[src/rtl/rxl_pkg.sv]
package rxl_pkg;
  typedef enum logic [1:0] {
    TAG_NONE = 2'd0,
    TAG_ONE  = 2'd1,
    TAG_TWO  = 2'd2
  } tag_e;

  localparam logic [15:0] TPID_C = 16'h8100;
  localparam logic [15:0] TPID_S = 16'h88A8;
  localparam int unsigned MIN_LEN = 64;
  localparam int unsigned BIT_UNDER = 2;
  localparam int unsigned BIT_OVER  = 3;
endpackage

[src/rtl/rxl_tag_det.sv]
module rxl_tag_det
  import rxl_pkg::*;
#(
  parameter int unsigned BEAT_W = 14
) (
  input  logic              clk_i,
  input  logic              rst_ni,
  input  logic              active_i,
  input  logic              eop_i,
  input  logic [2:0]        empty_i,
  input  logic [63:0]       data_i,
  input  logic [BEAT_W-1:0] idx_i,
  output tag_e              tag_o
);
  logic one_q, svc_q, two_q;
  logic [15:0] outer, inner;
  logic outer_ok, inner_ok;
  logic is_one_now, is_two_now;

  // bytes 12..13 sit in lanes 4..5 of beat 1; bytes 16..17 in lanes 0..1 of beat 2
  assign outer    = data_i[31:16];
  assign inner    = data_i[63:48];
  assign outer_ok = !eop_i || (empty_i <= 3'd2);
  assign inner_ok = !eop_i || (empty_i <= 3'd6);

  assign is_one_now = outer_ok && (outer == TPID_C);
  assign is_two_now = svc_q && inner_ok && (inner == TPID_C);

  always_comb begin
    tag_o = TAG_NONE;
    if (idx_i == BEAT_W'(1)) begin
      if (is_one_now) tag_o = TAG_ONE;
    end else if (idx_i == BEAT_W'(2)) begin
      if (is_two_now)  tag_o = TAG_TWO;
      else if (one_q)  tag_o = TAG_ONE;
    end else if (idx_i > BEAT_W'(2)) begin
      if (two_q)       tag_o = TAG_TWO;
      else if (one_q)  tag_o = TAG_ONE;
    end
  end

  always_ff @(posedge clk_i or negedge rst_ni) begin
    if (!rst_ni) begin
      one_q <= 1'b0;
      svc_q <= 1'b0;
      two_q <= 1'b0;
    end else if (active_i) begin
      if (idx_i == '0) begin
        one_q <= 1'b0;
        svc_q <= 1'b0;
        two_q <= 1'b0;
      end else if (idx_i == BEAT_W'(1)) begin
        one_q <= is_one_now;
        svc_q <= outer_ok && (outer == TPID_C || outer == TPID_S);
      end else if (idx_i == BEAT_W'(2)) begin
        two_q <= is_two_now;
      end
    end
  end

  // stacked needs at least three beats, single at least two
  assert_two_depth_R3: assert property (@(posedge clk_i) disable iff (!rst_ni)
    (active_i && tag_o == TAG_TWO) |-> (idx_i >= BEAT_W'(2)));
  assert_one_depth_R4: assert property (@(posedge clk_i) disable iff (!rst_ni)
    (active_i && tag_o == TAG_ONE) |-> (idx_i >= BEAT_W'(1)));
endmodule

[config.mk]
export PLATFORM = sky130hd
export DESIGN_NAME = rxl_tag_det
export DESIGN_NICKNAME = d
export VERILOG_FILES = /design/src/rtl/rxl_pkg.sv /design/src/rtl/rxl_tag_det.sv
export SDC_FILE = /design/constraint.sdc
export NUM_CORES = 1
export LEC_CHECK = 0
export ABC_AREA = 1
export CORE_ASPECT_RATIO = 1.2
export CORE_MARGIN = 1.5
export CORE_UTILIZATION = 28
export DETAILED_ROUTE_END_ITERATION = 8
export HOLD_SLACK_MARGIN = 0.1
export PLACE_DENSITY = 0.86
export SLEW_MARGIN = 10
export SYNTH_ARGS = -nofsm -noshare
export SYNTH_HDL_FRONTEND = slang
export SYNTH_SLANG_ARGS = --single-unit
[constraint.sdc]
create_clock -name clk_i -period 1.5 [get_ports clk_i]
set_clock_uncertainty 0.05 [all_clocks]
set_input_delay 0.225 -clock clk_i [delete_from_list [all_inputs] [get_ports clk_i]]
set_output_delay 0.225 -clock clk_i [all_outputs]
set_load 0.05 [all_outputs]
# After elaboration in Yosys (flattened, before gate mapping)
# Cells that the tools add are included.
[word_totals] output_inout_bits=2 wordCells=39 in_bits=85 reg_bits=3
[classes] order_cmp=3 reduce_logical=13 n_eq_ne=6 mux=14
[op_table] op="$eq 16x16->1 const B" count=3
[op_table] op="$eq 14x1->1 const B" count=1
[op_table] op="$eq 14x2->1 const B" count=1
[op_table] op="$gt 14x2->1 const B" count=1
[op_table] op="$logic_not 14->1" count=1
[op_table] op="$mux 2" count=5
[op_table] op="$mux 1" count=9
[op_table] op="$logic_and 1x1->1" count=4
[op_table] op="$reduce_bool 2->1" count=2
[op_table] op="$le 3x2->1 const B" count=1
[op_table] op="$le 3x3->1 const B" count=1
[op_table] op="$logic_or 1x1->1" count=3
[op_table] op="$reduce_and 3->1" count=1
[op_table] op="$ne 2x1->1 const B" count=1
[op_table] op="$reduce_and 2->1" count=1
[op_table] op="$logic_not 1->1" count=1

# Depth between registers and ports, before layout
# Gate-level depths: netlist (run 1).
[depth] ltp_word=7 depth_mapped=9

# Least setup slack after synthesis (run 1)
# OpenSTA, ideal clock, no wires.
[synth_timing] path_kind="input port to output port" startpoint="input idx_i[7]" endpoint="output tag_o[1]" cell_stages=5 setup_slack_ps=-129 t_arrival_ps=1354 t_required_ps=1225 cell_sequence="nor2_1 -> nand2_1 -> nor2_2 -> nand2_2 -> o21ai_1"
[synth_between] elab_chain_cells=4 word_cells_on_any_way=6
[synth_lines] item="start: declaration" line="rxl_tag_det.sv:12" rtl="input logic [BEAT_W-1:0] idx_i,"
[synth_lines] item="$gt 14x2->1" line="rxl_tag_det.sv:36" rtl="end else if (idx_i > BEAT_W'(2)) begin"
[synth_lines] item="$mux 2" line="rxl_tag_det.sv:36"
[synth_lines] item="$mux 2" line="rxl_tag_det.sv:33" rtl="end else if (idx_i == BEAT_W'(2)) begin"
[synth_lines] item="$mux 2 (*)" line="rxl_tag_det.sv:31" rtl="if (idx_i == BEAT_W'(1)) begin"
[synth_lines] item="end: declaration" line="rxl_tag_det.sv:13" rtl="output tag_e tag_o"
# Every way passes the cells marked *; elsewhere a longest branch is shown, timed or not.

# Worst setup path after layout (run 1)
[layout_timing] startpoint="input idx_i[0]" endpoint="output tag_o[0]"
# Same word-level chain as after synthesis.

==> impl_metrics.yaml, run 1 <==
detailed_routing:
  drt_wl_total_um: 2741
  avgViaCountPerCell: 4.432
  drt_iter0_drc: 37
  wl_per_cell_um: 9.789
  ant_nets: 0
  drc: 0
  first_pass_iters: 4
  via_count: 1241
critical_path:
  crit_path_end_kind: "output port"
  worstSetupPathType: "input pin to output port"
  worstRegToRegCells: 8
  worstReg2RegEnd: "two_q"
  arrival_ns: 1.21
  setup.worst_path.start: "idx_i[0]"
  crit_chain: "clkdlybuf4s15_2 -> inv_1 -> nand2_1 -> nor2_1 -> nand2_2 -> nor2_2 -> nand3_1 -> nand3_2 -> buf_12"
  crit_slowest_cell: "clkdlybuf4s15_2"
  start_kind: "input pin"
  r2r_start: "svc_q"
  regToRegSetupSlack_ns: 0.24
  cp_max_fo: 5
  critical-path-max-stage-delay_ns: 0.22
  required_ns: 1.22
global_routing:
  grt_pass1_wl_um: 4381
  overflow: 0
  antenna_found_initial: 0
  grt_pass1_vias: 1170
  grt_max_degree: 6
  grtUsageTotal_pct: 18.98
final_layout:
  drive_above_1_share_pct: 33.73
  final_cells: 280
  final_nets: 335
  final_area_sq_mm: 0.001645
  syn_to_final_growth_pct: 134.0
  diodes: 0
floorplanning:
  initial_core_util_pct: 30.18
  coreArea_sq_mm: 0.002330
  die_h_um: 57.90
  fp.dieArea_sq_mm: 0.002822
  row_count: 19
  num_io_pins: 87
  die_w_um: 48.75
logic_synthesis:
  yosys_register_bits: 3
  synth.top_cell.area_share_pct: 29.36
  yosys_warnings: 0
  synth_fa_ha_area_share_pct: 0
  yosys.area_share.xor_xnor_pct: 0
  synth.net_count: 241
  syn_area_sq_um: 703.2
  synth.distinct_cells: 14
  synth_common_cells: "nor2_1, nand2_1, inv_1, nand3_1, nor2_2"
  synth_top_area_cell: "nor2_1"
  syn_inst: 156
  yosysMostFrequentCell: "nor2_1"
  synthSimpleGateAreaFrac_pct: 71.89
  synth_compound_area_share_pct: 3.559
  syn_avg_cell_area_sq_um: 4.508
  synth_top_family_by_area: "simple AND/OR/NAND/NOR gates"
  synth_ff_type: "dfrtp_1"
  ys_seq_area_share_pct: 10.68
  synthArstFlopShare_pct: 100.0
  netlist_top_cells_area: "nor2_1, nand2_1, inv_1, dfrtp_1, nand3_1"
  synthMuxAreaShare_pct: 0
  synth_edf_count: 0
clocking:
  cts_max_path_buffers: 2
  clkSlewWorstSetupHoldPaths_ns: 0.04
  htreeDepth: 1
  cts_root_buffer: "clkbuf_4"
  numCtsBuffers: 3
  worstSkewPairLatency_ns: 0.25
  cts_tree: "yes"
  cts_sinks: 3
sta:
  finalSetupViolations: 0
  rsz0062_at_grt: "true"
  worst_slew_pin_slew_ns: 0.2035
  fmax_mhz: 673.4
  slew_headroom_pct: 86.33
  hold_viol_final: 0
  timing.final.crit_share_pct: 99.00
  fin_crit_ns: 1.485
  slew_viol_final: 0
placed_design:
  place_area_sq_mm: 0.001396
  gp_congestion: 0.7911
  dp_hpwl_um: 1934
  io_buffer_count: 54
  dp_cells: 253
worst_hold_path:
  hold_path_class: "input pin to asynchronous set/reset pin"
flow_run:
  maxCapViolCount: 0
power_and_ir_drop:
  p_per_area_mw_per_mm2: 294.8
  peakVddDrop_mv: 0.2884
  leakage_nw: 0.8571
status:
  status: "finished, final reports clean"
per-stage QoR:
stage | power [mW] | setup TNS, ns | worst slack, ns | utilization (%) | hold slack (ns)
finish | 0.4851 | 0 | 0.01501 | 70.62 | 0.1073
CTS | 0.4703 | -0.01437 | -0.01437 | 68.10 | 0.1095
floorplan | 0.1395 | 0 | 0.1022 | - | -0.1206
global placement | 0.3155 | -0.6670 | -0.2503 | 59.94 | 0.3654
detailed placement | 0.3197 | -0.7684 | -0.2928 | 59.94 | 0.3674
global route | 0.5203 | -0.1014 | -0.05943 | 70.62 | 0.1183
sequential cells by signal, summed over array words and instances, names as in the netlist:
signal  flops
one_q       1
svc_q       1
two_q       1
critical path, delay by kind of cell:
family        cells  cell delay (ns)
buf+inv           3             0.43
simple gates      6             0.55
area by class of cell:
type | count | area (sq um)
Clock buffer | 4 | 26.28
Fill cell | 230 | 684.4
Multi-Input combinational cell | 127 | 646.9
Tap cell | 31 | 38.79
Timing Repair Buffer | 89 | 758.2
Inverter | 26 | 100.1
Sequential cell | 3 | 75.07
worst max path at each step:
stage | end | slack, ns | cells past startpoint
5_1_grt | tag_o[0] | -0.06 | 9
2_1_floorplan | tag_o[0] | 0.10 | 6
3_5_place_dp | tag_o[0] | -0.29 | 8
3_3_place_gp | tag_o[0] | -0.25 | 8
4_1_cts | tag_o[1] | -0.01 | 5
6_report | tag_o[0] | 0.02 | 9
timing repair:
item	CTS	global route
setup endpoints to repair	2	3
resized for setup	80	33
buffers inserted	20	3
pin swaps	45	33
hold buffers	0	0
power breakdown:
part           switching (mW)  leakage, nW  internal, mW
clock network          0.0521       0.0150         0.100
registers       0.00000000388       0.0419        0.0813
logic                   0.104        0.800         0.147
layout by cell type (no fill, tap or decap), types with 5 or more instances in the layout:
master	count
nor2_2	11
clkdlybuf4s15_1	11
nor2_1	45
clkbuf_2	5
nand2_2	8
inv_1	21
buf_4	34
nand2_1	36
dlygate4sd2_1	32
nor2_4	6
nand3_1	8
per-layer routing:
metal / wire length, um / vias to the layer above / track usage (%)
met5: 0 / - / 0
met4: 19 / 0 / 6.122
met3: 128 / 2 / 2.320
met2: 1561 / 41 / 40.51
met1: 1032 / 543 / 18.41
li1: - / 655 / -
cells by family (layout without fill, tap and decap cells):
kind of cell    count (synthesis)  in the layout
compound gates                  5              5
buf+inv                        26            119
flops                           3              3
simple gates                  122            122
Power figures use the tool's default switching activity.
==> run 2: changes to the inputs <==
- GPL_TIMING_DRIVEN: not set -> 0
==> impl_metrics.yaml, run 2 (synthesized netlist as in run 1, its figures left out) <==
detailed_routing:
  ant_nets: 0
  via_count: 1220
  wl_per_cell_um: 10.21
  avgViaCountPerCell: 4.502
  drt_wl_total_um: 2768
  first_pass_iters: 4
  drt_iter0_drc: 14
  drc: 0
placed_design:
  io_buffer_count: 54
  dp_worst_setup_slack_ns: -0.8652
  gp_congestion: 0.7787
  dp_cells: 241
  dp_hpwl_um: 1812
floorplanning:
  row_count: 19
  fp.dieArea_sq_mm: 0.002822
  die_h_um: 57.90
  initial_core_util_pct: 30.18
  num_io_pins: 87
  die_w_um: 48.75
  coreArea_sq_mm: 0.002330
clocking:
  cts_max_path_buffers: 2
  clkSlewWorstSetupHoldPaths_ns: 0.04
  numCtsBuffers: 3
  worstSkewPairLatency_ns: 0.24
  cts_sinks: 3
  cts_hold_buf: 0
  cts_root_buffer: "clkbuf_4"
  htreeDepth: 1
  cts_tree: "yes"
flow_run:
  maxCapViolCount: 0
critical_path:
  crit_path_end_kind: "flip-flop"
  start_kind: "input pin"
  required_ns: 1.57
  arrival_ns: 1.52
  worstSetupPathType: "input pin to flip-flop"
  cp_max_fo: 3
final_layout:
  final_cells: 271
  final_nets: 326
  fin_util_pct: 64.02
  final_cell_mix: "nor2_1, nand2_1, buf_4"
  syn_to_final_growth_pct: 112.1
  drive_above_1_share_pct: 35.83
  final_common_cell: "nor2_1"
  diodes: 0
  top_regs: "one_q (1), svc_q (1), two_q (1)"
global_routing:
  antenna_found_initial: 0
  grtUsageTotal_pct: 18.77
  grt_pass1_wl_um: 4153
  grt_max_degree: 6
  grt_pass1_vias: 1144
  overflow: 0
sta:
  worst_slew_pin_slew_ns: 0.1779
  finalSetupViolations: 0
  setup_slack_ns: 0.05376
  hold_viol_final: 0
  finalSetupTns_ns: 0
  slew_viol_final: 0
  timing.final.crit_share_pct: 96.42
  fin_crit_ns: 1.446
  slew_headroom_pct: 88.05
  rsz0062_at_grt: "true"
  fmax_mhz: 691.4
status:
  status: "finished, final reports clean"
power_and_ir_drop:
  peakVddDrop_mv: 0.2372
  power_uw: 445.6
  leakage_nw: 0.7965
  p_per_area_mw_per_mm2: 298.8
worst_hold_path:
  hold_path_class: "input pin to asynchronous set/reset pin"
==> run 2: cell count changes in the layout (fill, tap and decap cells not counted), sizes merged <==
| cell | before | now |
|---|---|---|
| clkbuf | 9 | 21 |
| clkdlybuf4s15 | 12 | 11 |
| buf | 38 | 28 |
| dlygate4sd2 | 32 | 22 |
==> run 2: per-layer routing <==
layer  vias up  share of wire, %  global-route usage [%]
li1        638                 -                       -
met1       515                36                   16.06
met2        56                56                   40.70
met3        11               6.0                   2.835
met4         0               2.7                   9.388
met5         -                 0                       0
==> run 2: critical path, cell delays in order <==
cell and delay (ns):
clkdlybuf4s15_1 0.17, nor2_2 0.13, nand3_2 0.13, inv_2 0.12, buf_6 0.10, buf_4 0.08, buf_4 0.10, buf_4 0.09
buf_4 0.10, nand2_2 0.05, nand2_1 0.06, nand2_1 0.06, nand2_1 0.06, nand2_1 0.05
==> run 2: stage by stage <==
step                hold WS [ns]  instance area [sq um]
finish                    0.1198                   1491
detailed placement        0.3693                   1286
CTS                       0.1208                   1498
global placement          0.3681                   1286
global route              0.1235                   1491
floorplan                -0.1206                  706.9
==> run 2: final cells by class <==
type                            instances  area, sq um
Tap cell                               31        38.79
Sequential cell                         3        75.07
Clock buffer                            4        26.28
Fill cell                             242        838.3
Inverter                               26        97.59
Multi-Input combinational cell        127        620.6
Timing Repair Buffer                   80        633.1
==> run 2: timing repair <==
item,4_1_cts,5_1_grt
setup endpoints to repair,2,3
buffers inserted,24,2
resized for setup,90,52
hold endpoints to repair,0,0
cloned,0,0
pin swaps,45,32
==> run 2: final timing paths <==
kind / start / cells past startpoint / endpoint / slack (ns)
max: idx_i[12] / 14 / two_q / 0.05
min: rst_ni / 1 / one_q / 0.12
max reg2reg: svc_q / 7 / two_q / 0.40
min reg2reg: two_q / 2 / two_q / 0.48
max in group asynchronous: rst_ni / 1 / two_q / 1.13
min in group clk_i: data_i[20] / 6 / svc_q / 0.32
==> run 2: where the power goes <==
part           leakage [nW]  switching, mW  internal [mW]
sequential           0.0419  0.00000000468         0.0814
combinational         0.740         0.0967          0.123
clock                0.0150         0.0449         0.0999
